$ cat config.mk
export PLATFORM = sky130hd
export DESIGN_NAME = kbd_reply_queue
export DESIGN_NICKNAME = d
export VERILOG_FILES = /design/src/rtl/kbq_pkg.sv /design/src/rtl/kbq_store.sv /design/src/rtl/kbq_xlate.sv /design/src/rtl/kbq_reply.sv /design/src/rtl/kbd_reply_queue.sv
export SDC_FILE = /design/constraint.sdc
export NUM_CORES = 2
export LEC_CHECK = 0
export ABC_AREA = 1
export CELL_PAD_IN_SITES_DETAIL_PLACEMENT = 1
export CELL_PAD_IN_SITES_GLOBAL_PLACEMENT = 2
export CORE_MARGIN = 2
export CORE_UTILIZATION = 40
export CTS_CLUSTER_DIAMETER = 30
export DETAILED_ROUTE_END_ITERATION = 8
export MAX_ROUTING_LAYER = met4
export PLACE_DENSITY = 0.79
export SETUP_SLACK_MARGIN = 0.4
export SLEW_MARGIN = 20
export SYNTH_ARGS = -nofsm -noshare
export SYNTH_HDL_FRONTEND = slang
export SYNTH_HIERARCHICAL = 1
export SYNTH_SLANG_ARGS = --single-unit
$ cat constraint.sdc
create_clock -name clk -period 4.9 [get_ports clk]
set_clock_uncertainty 0.15 [all_clocks]
set_input_delay 0.49 -clock clk [delete_from_list [all_inputs] [get_ports clk]]
set_output_delay 0.49 -clock clk [all_outputs]
set_load 0.01 [all_outputs]
$ cat src/rtl/kbq_pkg.sv
package kbq_pkg;

   typedef enum logic [1:0] {
      RS_IDLE   = 2'd0,
      RS_FIRST  = 2'd1,
      RS_SECOND = 2'd2
   } reply_st_t;

   localparam logic [7:0] CMD_RESET  = 8'h01;
   localparam logic [7:0] CMD_LAYOUT = 8'h07;

   typedef struct packed {
      logic       known;
      logic [7:0] first;
      logic [7:0] second;
   } reply_t;

   function automatic reply_t reply_lookup(input logic [7:0] cmd);
      reply_t r;
      r.known  = 1'b0;
      r.first  = 8'h00;
      r.second = 8'h00;
      case (cmd)
         CMD_RESET: begin
            r.known  = 1'b1;
            r.first  = 8'hFF;
            r.second = 8'h05;
         end
         CMD_LAYOUT: begin
            r.known  = 1'b1;
            r.first  = 8'hFE;
            r.second = 8'h20;
         end
         default: r.known = 1'b0;
      endcase
      return r;
   endfunction

endpackage

$ cat src/rtl/kbq_store.sv
module kbq_store #(
   parameter int DEPTH = 256,
   parameter int DW    = 8,
   localparam int AW   = $clog2(DEPTH),
   localparam int CW   = AW + 1
) (
   input  logic          clk,
   input  logic          rst_n,
   input  logic          push,
   input  logic [DW-1:0] push_data,
   input  logic          pop,
   output logic [DW-1:0] head_data,
   output logic [CW-1:0] count,
   output logic          push_ok,
   output logic          pop_ok
);

   localparam logic [CW-1:0] FULL_CNT = CW'(DEPTH);

   logic [DW-1:0] mem [DEPTH];
   logic [AW-1:0] wptr, rptr;

   assign push_ok   = push && (count != FULL_CNT);
   assign pop_ok    = pop && (count != '0);
   assign head_data = (count != '0) ? mem[rptr] : '0;

   always_ff @(posedge clk) begin
      if (push_ok) mem[wptr] <= push_data;
   end

   always_ff @(posedge clk) begin
      if (!rst_n) begin
         wptr  <= '0;
         rptr  <= '0;
         count <= '0;
      end else begin
         if (push_ok) wptr <= wptr + 1'b1;
         if (pop_ok)  rptr <= rptr + 1'b1;
         case ({push_ok, pop_ok})
            2'b10:   count <= count + 1'b1;
            2'b01:   count <= count - 1'b1;
            default: count <= count;
         endcase
      end
   end


   no_overflow_chk: assert property (@(posedge clk) disable iff (!rst_n)
      count <= FULL_CNT);


   full_push_dropped_chk: assert property (@(posedge clk) disable iff (!rst_n)
      (count == FULL_CNT && push && !pop) |=> (count == FULL_CNT));


   empty_pop_inert_chk: assert property (@(posedge clk) disable iff (!rst_n)
      (count == '0 && pop && !push) |=> (count == '0));


   push_pop_balance_chk: assert property (@(posedge clk) disable iff (!rst_n)
      (push_ok && pop_ok) |=> $stable(count));

endmodule

$ cat src/rtl/kbq_xlate.sv
module kbq_xlate #(
   parameter int         XLATE_MODE = 1,
   parameter logic [6:0] XLATE_KEY  = 7'h55
) (
   input  logic [7:0] key_code,
   output logic [7:0] key_byte
);

   logic [6:0] mapped;

   generate
      if (XLATE_MODE == 0) begin : g_pass
         assign mapped = key_code[6:0];
      end else if (XLATE_MODE == 1) begin : g_xor
         assign mapped = key_code[6:0] ^ XLATE_KEY;
      end else if (XLATE_MODE == 2) begin : g_add
         assign mapped = key_code[6:0] + XLATE_KEY;
      end else begin : g_bad_mode
         $error("kbq_xlate: XLATE_MODE must be 0, 1 or 2");
         assign mapped = '0;
      end
   endgenerate

   assign key_byte = {key_code[7], mapped};

endmodule

$ cat src/rtl/kbq_reply.sv
module kbq_reply
   import kbq_pkg::*;
(
   input  logic       clk,
   input  logic       rst_n,
   input  logic       cmd_valid,
   input  logic [7:0] cmd_byte,
   output logic       out_valid,
   output logic [7:0] out_byte
);

   reply_st_t  state;
   logic [7:0] byte_a, byte_b;
   reply_t     lk;

   assign lk        = reply_lookup(cmd_byte);
   assign out_valid = (state != RS_IDLE);
   assign out_byte  = (state == RS_FIRST) ? byte_a : byte_b;

   always_ff @(posedge clk) begin
      if (!rst_n) begin
         state  <= RS_IDLE;
         byte_a <= '0;
         byte_b <= '0;
      end else begin
         case (state)
            RS_IDLE: begin
               if (cmd_valid && lk.known) begin
                  state  <= RS_FIRST;
                  byte_a <= lk.first;
                  byte_b <= lk.second;
               end
            end
            RS_FIRST:  state <= RS_SECOND;
            RS_SECOND: state <= RS_IDLE;
            default:   state <= RS_IDLE;
         endcase
      end
   end


   reply_sequence_chk: assert property (@(posedge clk) disable iff (!rst_n)
      (state == RS_FIRST) |=> (state == RS_SECOND));


   unknown_cmd_idle_chk: assert property (@(posedge clk) disable iff (!rst_n)
      (state == RS_IDLE && cmd_valid && !lk.known) |=> (state == RS_IDLE));

endmodule

$ cat src/rtl/kbd_reply_queue.sv
module kbd_reply_queue #(
   parameter int         DEPTH      = 256,
   parameter int         XLATE_MODE = 1,
   parameter logic [6:0] XLATE_KEY  = 7'h55,
   localparam int        AW         = $clog2(DEPTH),
   localparam int        CW         = AW + 1
) (
   input  logic       clk,
   input  logic       rst_n,
   input  logic       key_valid,
   input  logic [7:0] key_code,
   input  logic       cmd_valid,
   input  logic [7:0] cmd_byte,
   input  logic       rd_strobe,
   output logic [7:0] rd_data,
   output logic       rx_avail,
   output logic       rx_pulse
);

   generate
      if (DEPTH < 2 || (DEPTH & (DEPTH - 1)) != 0) begin : g_bad_depth
         $error("kbd_reply_queue: DEPTH must be a power of two, at least 2");
      end
   endgenerate

   logic          seq_valid;
   logic [7:0]    seq_byte;
   logic [7:0]    key_byte;
   logic          push;
   logic [7:0]    push_data;
   logic [CW-1:0] count;
   logic          push_ok, pop_ok;
   logic          pulse_q;

   kbq_xlate #(
      .XLATE_MODE (XLATE_MODE),
      .XLATE_KEY  (XLATE_KEY)
   ) u_xlate (
      .key_code (key_code),
      .key_byte (key_byte)
   );

   kbq_reply u_reply (
      .clk       (clk),
      .rst_n     (rst_n),
      .cmd_valid (cmd_valid),
      .cmd_byte  (cmd_byte),
      .out_valid (seq_valid),
      .out_byte  (seq_byte)
   );

   assign push      = seq_valid || key_valid;
   assign push_data = seq_valid ? seq_byte : key_byte;

   kbq_store #(
      .DEPTH (DEPTH),
      .DW    (8)
   ) u_store (
      .clk       (clk),
      .rst_n     (rst_n),
      .push      (push),
      .push_data (push_data),
      .pop       (rd_strobe),
      .head_data (rd_data),
      .count     (count),
      .push_ok   (push_ok),
      .pop_ok    (pop_ok)
   );

   always_ff @(posedge clk) begin
      if (!rst_n) pulse_q <= 1'b0;
      else        pulse_q <= push_ok || (pop_ok && count != CW'(1));
   end

   assign rx_avail = (count != '0);
   assign rx_pulse = pulse_q;


   pulse_after_push_chk: assert property (@(posedge clk) disable iff (!rst_n)
      push_ok |=> rx_pulse);


   no_pulse_last_pop_chk: assert property (@(posedge clk) disable iff (!rst_n)
      (pop_ok && !push && count == CW'(1)) |=> (!rx_pulse && !rx_avail));


   reply_beats_key_chk: assert property (@(posedge clk) disable iff (!rst_n)
      (seq_valid && key_valid && !rd_strobe && count < CW'(DEPTH - 1))
      |=> (count == $past(count) + 1'b1));

endmodule

=== Word-level counts from Yosys, hierarchy flattened ===
Memories as Yosys holds them, arrays and structs flattened. A register that Yosys moved wholly into a read port is not among the register bits.
Cells that the tools add are included.

* Memories: 1
* Bits in registers: 44
* Bits of input ports: 21
* Bits in writable memories: 2,048

{| class="wikitable"
|+ Memory list
! name !! words !! width !! rd ports !! clocked after memory_dff !! wr ports !! line !! RTL
|-
| u_store.mem || 256 || 8 || 1 || 1 || 1 || kbq_store.sv:20 || <nowiki>logic [DW-1:0] mem [DEPTH];</nowiki>
|}

* Bitwise gates (word level): 1
* Reduce and logical (&&, ||, !) cells: 12
* Equality and inequality tests: 8
* Add/sub/neg operators: 4
* Multiplexer cells: 12

{| class="wikitable"
|+ Operators by type and width
! cell !! count
|-
| 2-to-1 mux 8 bit || 5
|-
| case mux 16 bit (2 select lines) || 1
|-
| case mux 9 bit (2 select lines) || 1
|-
| adder 8 x 1 -> 8 bit, second input constant || 2
|-
| adder 9 x 1 -> 9 bit, second input constant || 1
|-
| != test 9 x 1 -> 1 bit, second input constant || 1
|-
| != test 9 bit, second input constant || 1
|-
| nonzero test 9 bit || 1
|-
| subtractor 9 x 1 -> 9 bit, second input constant || 1
|-
| == test 8 x 1 -> 1 bit, second input constant || 1
|-
| == test 8 x 3 -> 1 bit, second input constant || 1
|-
| == test 2 x 1 -> 1 bit, second input constant || 2
|-
| logical AND 1 bit || 4
|-
| NOT 4 bit || 1
|-
| case mux 2 bit (2 select lines) || 1
|-
| nonzero test 2 bit || 2
|-
| 2-to-1 mux 1 bit || 3
|-
| == test 2 bit, second input constant || 1
|-
| zero test 2 bit || 1
|-
| logical OR 1 bit || 2
|-
| 2-to-1 mux 2 bit || 1
|-
| != test 2 x 1 -> 1 bit, second input constant || 1
|-
| AND reduction 2 bit || 1
|-
| OR reduction 2 bit || 1
|}

=== Longest topological paths before layout ===
* Depth after elaboration: 6
* Mapped depth: 20
* Gate-level depth less buffers: 19

=== Modules after synthesis ===
Netlist, hierarchy kept.

{| class="wikitable"
|+ By module, submodules not included
! module !! sequential area each (um2) !! times used !! area an instance (um2) !! cells each
|-
| kbq_store || 62,159.6 || 1 || 84,720.0 || 7,162
|-
| kbq_reply || 100.1 || 1 || 291.5 || 46
|-
| kbd_reply_queue || 20.0 || 1 || 181.4 || 40
|-
| kbq_xlate || 0.0 || 1 || 45.0 || 8
|}

=== Least setup slack after synthesis ===
Ideal clock, no wire load.

* Path type: flip-flop to flip-flop
* Start: register u_reply.state[0]
* End: memory u_store.mem[0][0], data pin
* Cell stages (with the launch flop): 7
* Library setup time: 0.823 ns
* Period minus slack after synthesis: 4.858 ns
* Arrival time: 3.884 ns
* Path slack: 0.042 ns
* Cell sequence: dfxtp_1 -> nor2_2 -> inv_1 -> buf_2 -> inv_1 -> nand2_1 -> nand2_1

* Elaborated cells on any way between the ends: 4

{| class="wikitable"
|+ RTL lines
! element !! line !! RTL
|-
| start: declaration || kbq_reply.sv:12 || <nowiki>reply_st_t state;</nowiki>
|-
| start signal: assignment || kbq_reply.sv:22 || <nowiki>state <= RS_IDLE;</nowiki>
|-
| start signal: assignment || kbq_reply.sv:29 || <nowiki>state <= RS_FIRST;</nowiki>
|-
| start signal: assignment || kbq_reply.sv:34 || <nowiki>RS_FIRST: state <= RS_SECOND;</nowiki>
|-
| nonzero test 2 bit || kbq_reply.sv:17 || <nowiki>assign out_valid = (state != RS_IDLE);</nowiki>
|-
| via seq_valid || kbd_reply_queue.sv:26 || <nowiki>logic seq_valid;</nowiki>
|-
| 2-to-1 mux 8 bit || kbd_reply_queue.sv:53 || <nowiki>assign push_data = seq_valid ? seq_byte : key_byte;</nowiki>
|-
| via push_data[0] || kbd_reply_queue.sv:30 || <nowiki>logic [7:0] push_data;</nowiki>
|-
| end: declaration || kbq_store.sv:20 ||
|}

The timed path passes the listed nets, and every way through them passes these cells.

==> results.txt <==
- The run finished with clean final reports.
* Number of library cell types mapped by synthesis: 38
- The worst setup path is captured at an output pin.
- IR analysis of the VDD net gives a maximum drop of about 0.41 mV.
- Finish-stage setup viols: 0
- The final layout contains between 7000 and 8000 nets.
* Port buffer count: 30
- Vert. Die Dim: between 400 and 500 um
- The critical path goes through buf_12 > inv_16 > buf_16 > buf_6 > nand2_1 > nand3_1 > nand3_1 > nand3_1 > nand3_1 > nand3_1 > nand3_1 > nand3_1 > nand2_2 > nor2_4 > dlygate4sd2_1.
* Worst rel slew slack: approximately 17%
- The total overflow left after global routing is 0.
* Clock-pin slew reported for the worst setup and hold paths after clock tree synthesis: around 0.040 ns
* Register area share after synthesis: approximately three quarters
* Clock buffer count from CTS: 465
- Along the worst path, the maximum fanout reaches 18.
- Gpl congestion: about 0.84
* Most common cell after layout, fill and taps aside: sky130_fd_sc_hd__edfxtp_1
* 1st-iter DRT viols: just under 7000
- Slowest cell on crit path: sky130_fd_sc_hd__dfxtp_4
- The design draws 62.4 mW.
* Crit path launch type: register
- Final Cycle Share: approximately 92%
- Entering global routing, the biggest net connects between 100 and 150 pins.
- STA puts the critical path data required time at 4.26 ns.
- Area of the die: 217000 um2
- CTS hold repair buffers: 0
- Setup repair after global routing could not meet its margin everywhere.
* Root Buffer Master: sky130_fd_sc_hd__clkbuf_16
* Clk Latency, worst-skew pair: a little under 1 ns
- Row cnt: approximately 170
- From left edge to right edge, the die measures 466 um.
* Power density relative to cell area: about 580 nW/um2
- Final max-slew violation count: 0
* Avg Vias per Cell: a little under 6
- In this design, the largest share of critical-path delay is due to simple AND/OR/NAND/NOR gates.
- Cell area after synthesis: between 80000 and 90000 um2
- Critical path's largest stage delay: ~0.37 ns
- After legalization and detailed placement, the total HPWL measured about 160000 um.
- Number of DRC violations after detailed routing: 0
- Routed vias: between 60000 and 70000
- For this run, the top clock speed supported by timing is between 0.2 and 0.25 GHz.
- Commonest non-fill, non-tap cells in the layout: sky130_fd_sc_hd__edfxtp_1 (2048), sky130_fd_sc_hd__nand2_1 (2019), sky130_fd_sc_hd__nand3_1 (1801)
- Share of post-route cells with drive strength above 1: 14.8%
- CTS H-tree lvls: 5
- The final layout contains routed wiring with a total length of around 300000 um.
* Number of nets still failing antenna checks after routing: 0
- Class of the most critical hold timing path: input port to register
- Bufs and invs on worst path: 5
- Reported max-cap violation count: 0
- For this design the static power due to leakage is approximately 38 nW.
* Count of pins on the block boundary: 31
* Clk sinks: ~2100
- The critical path is of the register to output pin type.
- For this run, the detailed router's first-pass iteration total came to 5.
* Standard cell core area: ~210000 um2
* Via count of the first global-routing pass: ~65000
- In the global route stage, overall resource usage came out at 28.0%.
- The first global-routing pass estimated between 400000 and 500000 um of wire.
- Worst-Margin Slew: between 1 and 1.5 ns
* Max clock buf depth: 4
* Layout Utilization: 50.7%
- Dividing the detail-routed wire length by the instance count gives about 28 um.
* Average cell area after synthesis: around 12 um2
- Once the floorplan was initialized, standard cells occupied 40.2% of the core.
- Yosys printed 6 warnings.
- In the final timing run, aggregate negative setup slack is 0 ns.
* Filler Cell Count: about 22000
- #FFs+latches synth: around 2100
- Gate count of the mapped netlist: roughly 7300
- Mapped Nets: approximately 7300
- Final hold violation count: 0
- Arrival time at the worst endpoint: 3.89 ns
* Antenna violations before repair: 9
- Most frequent CP cell: sky130_fd_sc_hd__nand3_1
- Relative to the synthesized area, the layout overhead comes to 26.1%.
* Clock tree from TritonCTS: yes
* Final worst path period need: 4.53 ns
routing by layer:
layer	share of wire [%]	vias to the layer above	track usage [%]
met5	0	-	-
met4	4.0	0	11.1
met3	7.4	691	4.49
met2	49	2761	45.6
met1	40	32500	35.0
li1	-	26600	-
sequential cells by signal, indices dropped and copies added (netlist names), named ones only:
signal and flops:
u_store/count 9, u_store/mem 2048, u_reply/byte_b 1, rx_pulse 1, u_store/rptr 8, u_reply/byte_a 2, u_reply/state 2, u_store/wptr 8
Yosys cell counts:
library cell                   n  area share [%]
sky130_fd_sc_hd__a21o_1        1          0.0088
sky130_fd_sc_hd__a21oi_1      34            0.20
sky130_fd_sc_hd__nand4_1      12           0.088
sky130_fd_sc_hd__inv_1        60            0.26
sky130_fd_sc_hd__buf_4        72            0.63
sky130_fd_sc_hd__clkinv_1      2          0.0088
sky130_fd_sc_hd__ha_1          8            0.12
sky130_fd_sc_hd__nand2_2       5           0.037
sky130_fd_sc_hd__or2_2         1          0.0073
sky130_fd_sc_hd__and3_1        1          0.0073
sky130_fd_sc_hd__o21ai_0     107            0.63
sky130_fd_sc_hd__o22ai_1      48            0.35
sky130_fd_sc_hd__a21oi_2       1           0.010
sky130_fd_sc_hd__nand3_1    1865              11
sky130_fd_sc_hd__nor2_4        3           0.040
sky130_fd_sc_hd__inv_2         4           0.018
sky130_fd_sc_hd__o21ai_1       8           0.047
sky130_fd_sc_hd__nor3_1        8           0.047
sky130_fd_sc_hd__nor3b_1       2           0.018
sky130_fd_sc_hd__xnor2_1       1           0.010
sky130_fd_sc_hd__a2111oi_0     1           0.010
sky130_fd_sc_hd__dfxtp_1      39            0.92
sky130_fd_sc_hd__clkbuf_2      1          0.0059
sky130_fd_sc_hd__buf_6        11            0.15
sky130_fd_sc_hd__edfxtp_1   2048              72
sky130_fd_sc_hd__inv_4         1          0.0073
sky130_fd_sc_hd__xor2_1        7           0.072
sky130_fd_sc_hd__clkinv_2      1          0.0059
sky130_fd_sc_hd__buf_2       254             1.5
sky130_fd_sc_hd__o21bai_1      1          0.0088
sky130_fd_sc_hd__nand2_1    2037             9.0
sky130_fd_sc_hd__buf_1        42            0.18
sky130_fd_sc_hd__nor2_2        3           0.022
sky130_fd_sc_hd__nand2_4       1           0.013
sky130_fd_sc_hd__or3b_1        1           0.010
sky130_fd_sc_hd__clkbuf_1    119            0.52
sky130_fd_sc_hd__nor4_1        2           0.015
sky130_fd_sc_hd__nor2_1      444             2.0
repair_timing:
action	CTS	global route
setup buffers	40	11
resized for setup	177	47
pin swaps	9	6
gates cloned	35	12
setup endpoints to repair	8	8
worst paths after layout:
| kind | startpoint | endpoint | slack (ns) | depth (start not counted) |
|---|---|---|---|---|
| max | register | rd_data[6] | 0.37 | 15 |
| min | cmd_valid | u_reply/byte_b[5] | 0.11 | 5 |
| max reg2reg | u_reply/state[1] | u_store/mem[110][0] | 0.94 | 8 |
| min reg2reg | u_reply/byte_b[5] | u_reply/byte_b[5] | 0.33 | 2 |
per-stage QoR:
step / worst slack [ns] / hold slack (ns) / cells / cell area [um2]
floorplan: 1.65 / 0.289 / 7256 / 85300
global placement: 0.475 / 0.305 / 9823 / 89100
detailed placement: 0.468 / 0.326 / 9823 / 89100
CTS: 0.226 / 0.0584 / 10700 / 107000
global route: 0.340 / 0.128 / 10800 / 107000
finish: 0.374 / 0.108 / 10800 / 107000
worst reg2reg max path, delay by kind of cell (launching register included):
family,cells,cell delay (ns)
buf+inv,3,1.06
flops,1,0.34
simple gates,5,2.02
report_power, final:
part           total (mW)  switching [mW]  internal, mW  leakage, nW
Clock                31.4            9.88          21.5         7.59
Combinational        11.2            7.72          3.52         12.1
Sequential           19.8          0.0843          19.7         18.7
kinds of logic (layout without fill, tap and decap cells):
logic type,Yosys count,in the layout,synth area share [%]
AND/OR/NAND/NOR,4385,4385,22.2
flip-flops,2087,2087,73.1
buffers and inverters,567,1259,3.29
AO/OA/AOI/OAI,201,201,1.27
adder cells (fa/ha/maj),8,8,0.117
XOR/XNOR,8,8,0.0822
other,0,8,0
area by class of cell:
cell class,count,area [um2],area share (%)
Sequential cell,2087,62300,58.0
Antenna cell,8,20.0,0.0186
Clock inverter,324,3750,3.49
Timing Repair inverter,11,159,0.148
Inverter,68,324,0.302
Multi-Input combinational cell,4602,20800,19.3
Tap cell,2821,3530,3.28
Clock buffer,524,12000,11.2
Timing Repair Buffer,332,4600,4.28
Power figures use the tool's default switching activity.
